### config.mk
export PLATFORM = sky130hd
export DESIGN_NAME = spi_master_ctl
export DESIGN_NICKNAME = d
export VERILOG_FILES = /design/src/rtl/spi_pkg.sv /design/src/rtl/spi_fifo.sv /design/src/rtl/spi_ctrl.sv /design/src/rtl/spi_datapath.sv /design/src/rtl/spi_master_ctl.sv
export SDC_FILE = /design/constraint.sdc
export NUM_CORES = 1
export LEC_CHECK = 0
export ABC_AREA = 1
export BUFFER_PORTS_ARGS = -buffer_cell sky130_fd_sc_hd__buf_2
export CORE_UTILIZATION = 52
export CTS_CLUSTER_SIZE = 30
export DETAILED_ROUTE_END_ITERATION = 7
export PLACE_DENSITY_LB_ADDON = 0.08
export SKIP_CTS_REPAIR_TIMING = 1
export SYNTH_ARGS = -nofsm -noshare
export SYNTH_HDL_FRONTEND = slang
export SYNTH_HIERARCHICAL = 1
export SYNTH_SLANG_ARGS = --single-unit
### constraint.sdc
create_clock -name clk -period 3.4 [get_ports clk]
set_input_delay 0 -clock clk [delete_from_list [all_inputs] [get_ports clk]]
set_output_delay 0 -clock clk [all_outputs]
set_load 0.03 [all_outputs]
### src/rtl/spi_pkg.sv
package spi_pkg;

  localparam int SEL_W = 4;
  localparam int DIV_W = 3;

  // configuration word, lsb first: polarity, phase, enable, rate code, selects
  typedef struct packed {
    logic [SEL_W-1:0] sel;
    logic [DIV_W-1:0] div;
    logic             en;
    logic             cpha;
    logic             cpol;
  } spiCfg_t;

  localparam int CFG_W       = $bits(spiCfg_t);
  localparam int CFG_SEL_LSB = 3 + DIV_W;
  localparam int STAT_OVF    = 4;

  localparam logic [1:0] ADDR_CFG  = 2'd0;
  localparam logic [1:0] ADDR_DATA = 2'd1;
  localparam logic [1:0] ADDR_STAT = 2'd2;

  // strobes from the sequencer to the datapath
  typedef struct packed {
    logic load;      // take next transmit byte into the shifter
    logic sample;    // capture miso
    logic shiftOut;  // present next bit on mosi
    logic finish;    // byte complete, queue received byte
    logic toggle;    // move sclk
    logic park;      // hold sclk at idle level
  } spiStrobe_t;

endpackage

### src/rtl/spi_fifo.sv
module spi_fifo #(
  parameter int W     = 8,
  parameter int DEPTH = 8
) (
  input  logic         clk,
  input  logic         rstN,
  input  logic         push,
  input  logic [W-1:0] pushData,
  input  logic         pop,
  output logic [W-1:0] popData,
  output logic         full,
  output logic         empty
);
  localparam int AW = $clog2(DEPTH);

  logic [W-1:0]  mem [DEPTH];
  logic [AW-1:0] wrPtr, rdPtr;
  logic [AW:0]   count;
  logic          doPush, doPop;

  assign full    = (count == (AW+1)'(DEPTH));
  assign empty   = (count == '0);
  assign doPush  = push & ~full;
  assign doPop   = pop & ~empty;
  assign popData = mem[rdPtr];

  always_ff @(posedge clk) begin
    if (doPush) mem[wrPtr] <= pushData;
  end

  always_ff @(posedge clk) begin
    if (!rstN) begin
      wrPtr <= '0;
      rdPtr <= '0;
      count <= '0;
    end else begin
      if (doPush) wrPtr <= (wrPtr == AW'(DEPTH-1)) ? '0 : wrPtr + 1'b1;
      if (doPop)  rdPtr <= (rdPtr == AW'(DEPTH-1)) ? '0 : rdPtr + 1'b1;
      if (doPush && !doPop)      count <= count + 1'b1;
      else if (doPop && !doPush) count <= count - 1'b1;
    end
  end
endmodule

### src/rtl/spi_ctrl.sv
module spi_ctrl
  import spi_pkg::*;
#(
  parameter int DATA_W = 8
) (
  input  logic             clk,
  input  logic             rstN,
  input  logic             cfgEn,
  input  logic             cpha,
  input  logic [DIV_W-1:0] div,
  input  logic             txEmpty,
  output spiStrobe_t       stb,
  output logic             active
);
  localparam int CNT_W  = (1 << DIV_W) - 1;      // holds the longest half period
  localparam int EDGE_W = $clog2(2 * DATA_W);

  logic [CNT_W-1:0]  divCnt, halfLast;
  logic [EDGE_W-1:0] edgeCnt;
  logic              busy, edgeTick, lastEdge, leading, trailing;

  always_comb begin
    halfLast = (CNT_W'(1) << div) - CNT_W'(1);
    edgeTick = busy & cfgEn & (divCnt == halfLast);
    lastEdge = (edgeCnt == EDGE_W'(2 * DATA_W - 1));
    leading  = edgeTick & ~edgeCnt[0];
    trailing = edgeTick & edgeCnt[0];

    stb.load     = cfgEn & ~txEmpty & (~busy | (trailing & lastEdge));
    stb.sample   = cpha ? trailing : leading;
    stb.shiftOut = cpha ? leading : (trailing & ~lastEdge);
    stb.finish   = trailing & lastEdge;
    stb.toggle   = edgeTick;
    stb.park     = ~busy | ~cfgEn;
  end

  always_ff @(posedge clk) begin
    if (!rstN) begin
      busy    <= 1'b0;
      divCnt  <= '0;
      edgeCnt <= '0;
    end else if (!cfgEn) begin
      busy <= 1'b0;
    end else if (stb.load) begin
      busy    <= 1'b1;
      divCnt  <= '0;
      edgeCnt <= '0;
    end else if (stb.finish) begin
      busy <= 1'b0;
    end else if (edgeTick) begin
      divCnt  <= '0;
      edgeCnt <= edgeCnt + 1'b1;
    end else if (busy) begin
      divCnt <= divCnt + 1'b1;
    end
  end

  assign active = busy;
endmodule

### src/rtl/spi_datapath.sv
module spi_datapath
  import spi_pkg::*;
#(
  parameter int DATA_W     = 8,
  parameter int FIFO_DEPTH = 8
) (
  input  logic             clk,
  input  logic             rstN,
  input  logic             regWrEn,
  input  logic             regRdEn,
  input  logic [1:0]       regAddr,
  input  logic [CFG_W-1:0] regWdata,
  output logic [CFG_W-1:0] regRdata,
  input  spiStrobe_t       stb,
  input  logic             active,
  input  logic             miso,
  output logic             sclk,
  output logic             mosi,
  output spiCfg_t          cfg,
  output logic             txEmpty,
  output logic             txFull,
  output logic             rxEmpty,
  output logic             rxFull,
  output logic             rxOvf
);
  logic              cfgWr, txPush, rxPop, ovfClr;
  logic [DATA_W-1:0] txHead, rxHead, txShift, rxShift, rxNext, rxByte;

  assign cfgWr  = regWrEn & (regAddr == ADDR_CFG);
  assign txPush = regWrEn & (regAddr == ADDR_DATA);
  assign rxPop  = regRdEn & (regAddr == ADDR_DATA);
  assign ovfClr = regWrEn & (regAddr == ADDR_STAT) & regWdata[STAT_OVF];

  always_ff @(posedge clk) begin
    if (!rstN) begin
      cfg     <= '0;
      cfg.sel <= '1;
    end else if (cfgWr) begin
      cfg <= regWdata;
    end
  end

  spi_fifo #(.W(DATA_W), .DEPTH(FIFO_DEPTH)) i_txFifo (
    .clk(clk), .rstN(rstN), .push(txPush), .pushData(regWdata[DATA_W-1:0]),
    .pop(stb.load), .popData(txHead), .full(txFull), .empty(txEmpty)
  );

  // a final sample in the finishing cycle is folded into the queued byte
  assign rxNext = {rxShift[DATA_W-2:0], miso};
  assign rxByte = cfg.cpha ? rxNext : rxShift;

  spi_fifo #(.W(DATA_W), .DEPTH(FIFO_DEPTH)) i_rxFifo (
    .clk(clk), .rstN(rstN), .push(stb.finish), .pushData(rxByte),
    .pop(rxPop), .popData(rxHead), .full(rxFull), .empty(rxEmpty)
  );

  always_ff @(posedge clk) begin
    if (!rstN) begin
      txShift <= '0;
      rxShift <= '0;
      mosi    <= 1'b0;
      sclk    <= 1'b0;
      rxOvf   <= 1'b0;
    end else begin
      if (stb.load) begin
        // leading-phase sampling needs the first bit out before any edge
        txShift <= cfg.cpha ? txHead : {txHead[DATA_W-2:0], 1'b0};
        if (!cfg.cpha) mosi <= txHead[DATA_W-1];
      end else if (stb.shiftOut) begin
        mosi    <= txShift[DATA_W-1];
        txShift <= {txShift[DATA_W-2:0], 1'b0};
      end
      if (stb.sample) rxShift <= rxNext;
      if (stb.park)        sclk <= cfg.cpol;
      else if (stb.toggle) sclk <= ~sclk;
      if (stb.finish && rxFull) rxOvf <= 1'b1;
      else if (ovfClr)          rxOvf <= 1'b0;
    end
  end

  always_comb begin
    case (regAddr)
      ADDR_CFG:  regRdata = cfg;
      ADDR_DATA: regRdata = CFG_W'(rxHead);
      ADDR_STAT: regRdata = CFG_W'({active, rxOvf, rxFull, rxEmpty, txFull, txEmpty});
      default:   regRdata = '0;
    endcase
  end
endmodule

### src/rtl/spi_master_ctl.sv
module spi_master_ctl
  import spi_pkg::*;
#(
  parameter int DATA_W     = 8,
  parameter int FIFO_DEPTH = 8
) (
  input  logic             clk,
  input  logic             rstN,
  input  logic             regWrEn,
  input  logic             regRdEn,
  input  logic [1:0]       regAddr,
  input  logic [CFG_W-1:0] regWdata,
  output logic [CFG_W-1:0] regRdata,
  output logic             sclk,
  output logic             mosi,
  input  logic             miso,
  output logic [SEL_W-1:0] csN
);
  spiStrobe_t stb;
  spiCfg_t    cfg;
  logic       active, txEmpty, txFull, rxEmpty, rxFull, rxOvf;

  spi_ctrl #(.DATA_W(DATA_W)) i_ctrl (
    .clk(clk), .rstN(rstN), .cfgEn(cfg.en), .cpha(cfg.cpha), .div(cfg.div),
    .txEmpty(txEmpty), .stb(stb), .active(active)
  );

  spi_datapath #(.DATA_W(DATA_W), .FIFO_DEPTH(FIFO_DEPTH)) i_dp (
    .clk(clk), .rstN(rstN), .regWrEn(regWrEn), .regRdEn(regRdEn),
    .regAddr(regAddr), .regWdata(regWdata), .regRdata(regRdata),
    .stb(stb), .active(active), .miso(miso), .sclk(sclk), .mosi(mosi),
    .cfg(cfg), .txEmpty(txEmpty), .txFull(txFull), .rxEmpty(rxEmpty),
    .rxFull(rxFull), .rxOvf(rxOvf)
  );

  assign csN = cfg.sel;
endmodule

==> reports/results.ini <==
[route]
dr_total_vias=6708
drt_iter0_drc=610
wl_per_cell_um=15.8
wl_mm=20.3
drc=0
drtPass1Iterations=5
vias_per_cell=5.23
postRouteAntennaNets=0

[clocking]
clockBufferDepth=2
numCtsBuffers=17
cts_tree=done
clk_pin_slew_ps=70
cts.sink_count=195
htree_levels=4
clk_latency_ps=430
clockRootBuffer=clkbuf_16

[global_routing]
first_global_vias=6206
grt_max_degree=48
grt_remaining_overflow=0
antenna_found_initial=0
grt_pass1_wl_mm=32.6
track_usage_pct=24.2

[critical_path]
worst_setup_path_end_kind=flip-flop
crit_path_max_fanout=9
cp.arrival_ps=3380
critPathKind=reg2reg
cp-start-kind=flip-flop
required_ps=3730

[cells_and_area]
final_cell_mix=219 x nor2_1, 208 x nand2_1, 128 x edfxtp_1
design_area_mm2=0.00996
layout_commonest_cell=nor2_1
drive_above_1_share_pct=10.4
syn2layout_area_growth_pct=10.8
final_nets=1085
antennaDiodeCount=0

[synth]
ys_top_cells_by_area=edfxtp_1 43%, dfxtp_1 15%, nor2_1 9.1%
synth_edf_count=128
yosysWarningCount=6
ys_ff_latch=195
synth_cells=1002
synth_area_per_cell_um2=8.98
syn_nets=1037
ys.flop_type=edfxtp_1
synth-seq-area-share_pct=57.6
yosysTopAreaCellShare_pct=42.7
ys_async_sr_fraction_pct=0
syn-cell-area_mm2=0.00900
synth_area_leader_cell=edfxtp_1
netlist-cell-type-count=37

[timing]
finClkSkew_ps=9.37
fin_setup_tns_ps=0
slew_headroom_pct=37.6
finalCriticalPeriod_ps=3050
slew_violations=0
fmax_mhz=328
rsz0062_at_grt=false
finalSetupViolations=0
fin_crit_sh_pct=89.7
worstMarginPinSlew_ps=926
fin_hold_ws_ps=19.4
timing_hold_violations_final=0

[min_path]
hold_path_class=in2reg

[placement]
dp_hpwl_mm=13.6
io_buffers=32
place_area_mm2=0.00931
gp_congestion=0.903

[power_and_ir_drop]
swShare_pct=23.8
ir_drop_uv=337
p_int_mw=3.58
share_seq_of_total_power_pct=54.5
p_clk_share_pct=39.8
leakage_nw=4.12
p_per_area_mw_per_mm2=471
p_comb_share_pct=5.8
design_power_total_mw=4.69
switchingPower_mw=1.12

[floorplan]
start_util_pct=53.7
dieWidth_um=134
placementRows=47
coreArea_mm2=0.0168
die_y_um=134
pin_count=33
die_area_mm2=0.0178

[run_status]
status=finished, final reports clean

[flow_run]
drv_cap=0

-- flip-flops by register name, indices dropped and copies added (netlist names), 4 cells and up, named ones only --
name / count
i_dp/txShift: 8
i_dp/cfg: 10
i_dp/i_rxFifo/mem: 64
i_ctrl/edgeCnt: 4
i_dp/i_txFifo/count: 4
i_dp/rxShift: 8
i_dp/i_txFifo/mem: 64
i_ctrl/divCnt: 7
i_dp/i_rxFifo/count: 4
-- through the flow --
stage	worst slack (ps)	cells	util (%)
CTS	368	1272	58.8
floorplan	699	1002	-
global route	0.418	1283	59.5
detailed placement	392	1240	55.5
global placement	448	1240	55.5
finish	349	1283	59.5
-- final timing paths --
path	from	to	slack, ps	cells past startpoint
hold reg to reg	i_dp/rxOvf	i_dp/rxOvf	470	2
setup reg to reg	i_dp/cfg[5]	i_dp/i_rxFifo/count[3]	350	20
hold / removal	regWrEn	i_dp/rxOvf	20	6
setup / recovery	i_dp/cfg[5]	i_dp/i_rxFifo/count[3]	350	20
-- power by group through the flow --
stage          clock (mW)  combinational (mW)  sequential [mW]
2_1_floorplan           0               0.178             2.61
3_3_place_gp            0               0.260             2.61
3_5_place_dp            0               0.260             2.61
4_1_cts              1.90               0.261             2.56
5_1_grt              1.99               0.309             2.56
6_report             1.87               0.270             2.56
-- synth_stat cells, types with 3 or more instances --
cell type  instances
nor2_1           219
nand2_1          208
edfxtp_1         128
inv_1             76
o21ai_1           69
dfxtp_1           67
o21ai_0           48
nand3_1           45
a21oi_1           30
ha_1              16
buf_6             13
xor2_1            11
buf_2              9
buf_4              8
nand4_1            8
nand2_2            6
inv_2              4
nand2_4            4
inv_4              3
nand3b_1           3
nor2_2             3
-- critical path, stage by stage, from the launching register on --
cell and delay (ps):
dfxtp_1 510, inv_2 90, nand2_1 90, nand3_1 80, nor2_1 160, nand3_1 80, nor3_1 160, nand2_1 150
inv_2 120, nand3_1 70, inv_1 120, nand2_2 90, inv_1 110, ha_1 180, inv_1 90, ha_1 300
or2_2 310, nand3_1 80, nand3_1 70, nand2_1 60, inv_1 30
-- cells by family (layout without fill, tap and decap cells) --
kind of cell	Yosys count	in the layout	synth area share, %
and+or+nand+nor	507	507	23.3
DFF	195	195	57.6
AOI/OAI and AO/OA	152	152	8.64
buffers and inverters	117	178	6.54
adders and majority gates	18	18	2.67
xor gates and xnor gates	13	13	1.27
-- cell type report --
cell class / instances / area [um^2]
fill: 1503 / 6800
sequential: 195 / 5180
multi-input combinational: 690 / 3220
clock buffer: 17 / 425
timing repair buffer: 62 / 413
inverter: 84 / 323
tap: 220 / 275
clock inverter: 15 / 120
-- metal layers --
layer	share of wire (%)	wire, um	global-route usage, %
met1	47	9550	33.9
met5	0	0	0
met4	0.98	198	6.12
met3	4.7	949	4.57
met2	47	9600	38.7
(Power assumes the default switching activity.)
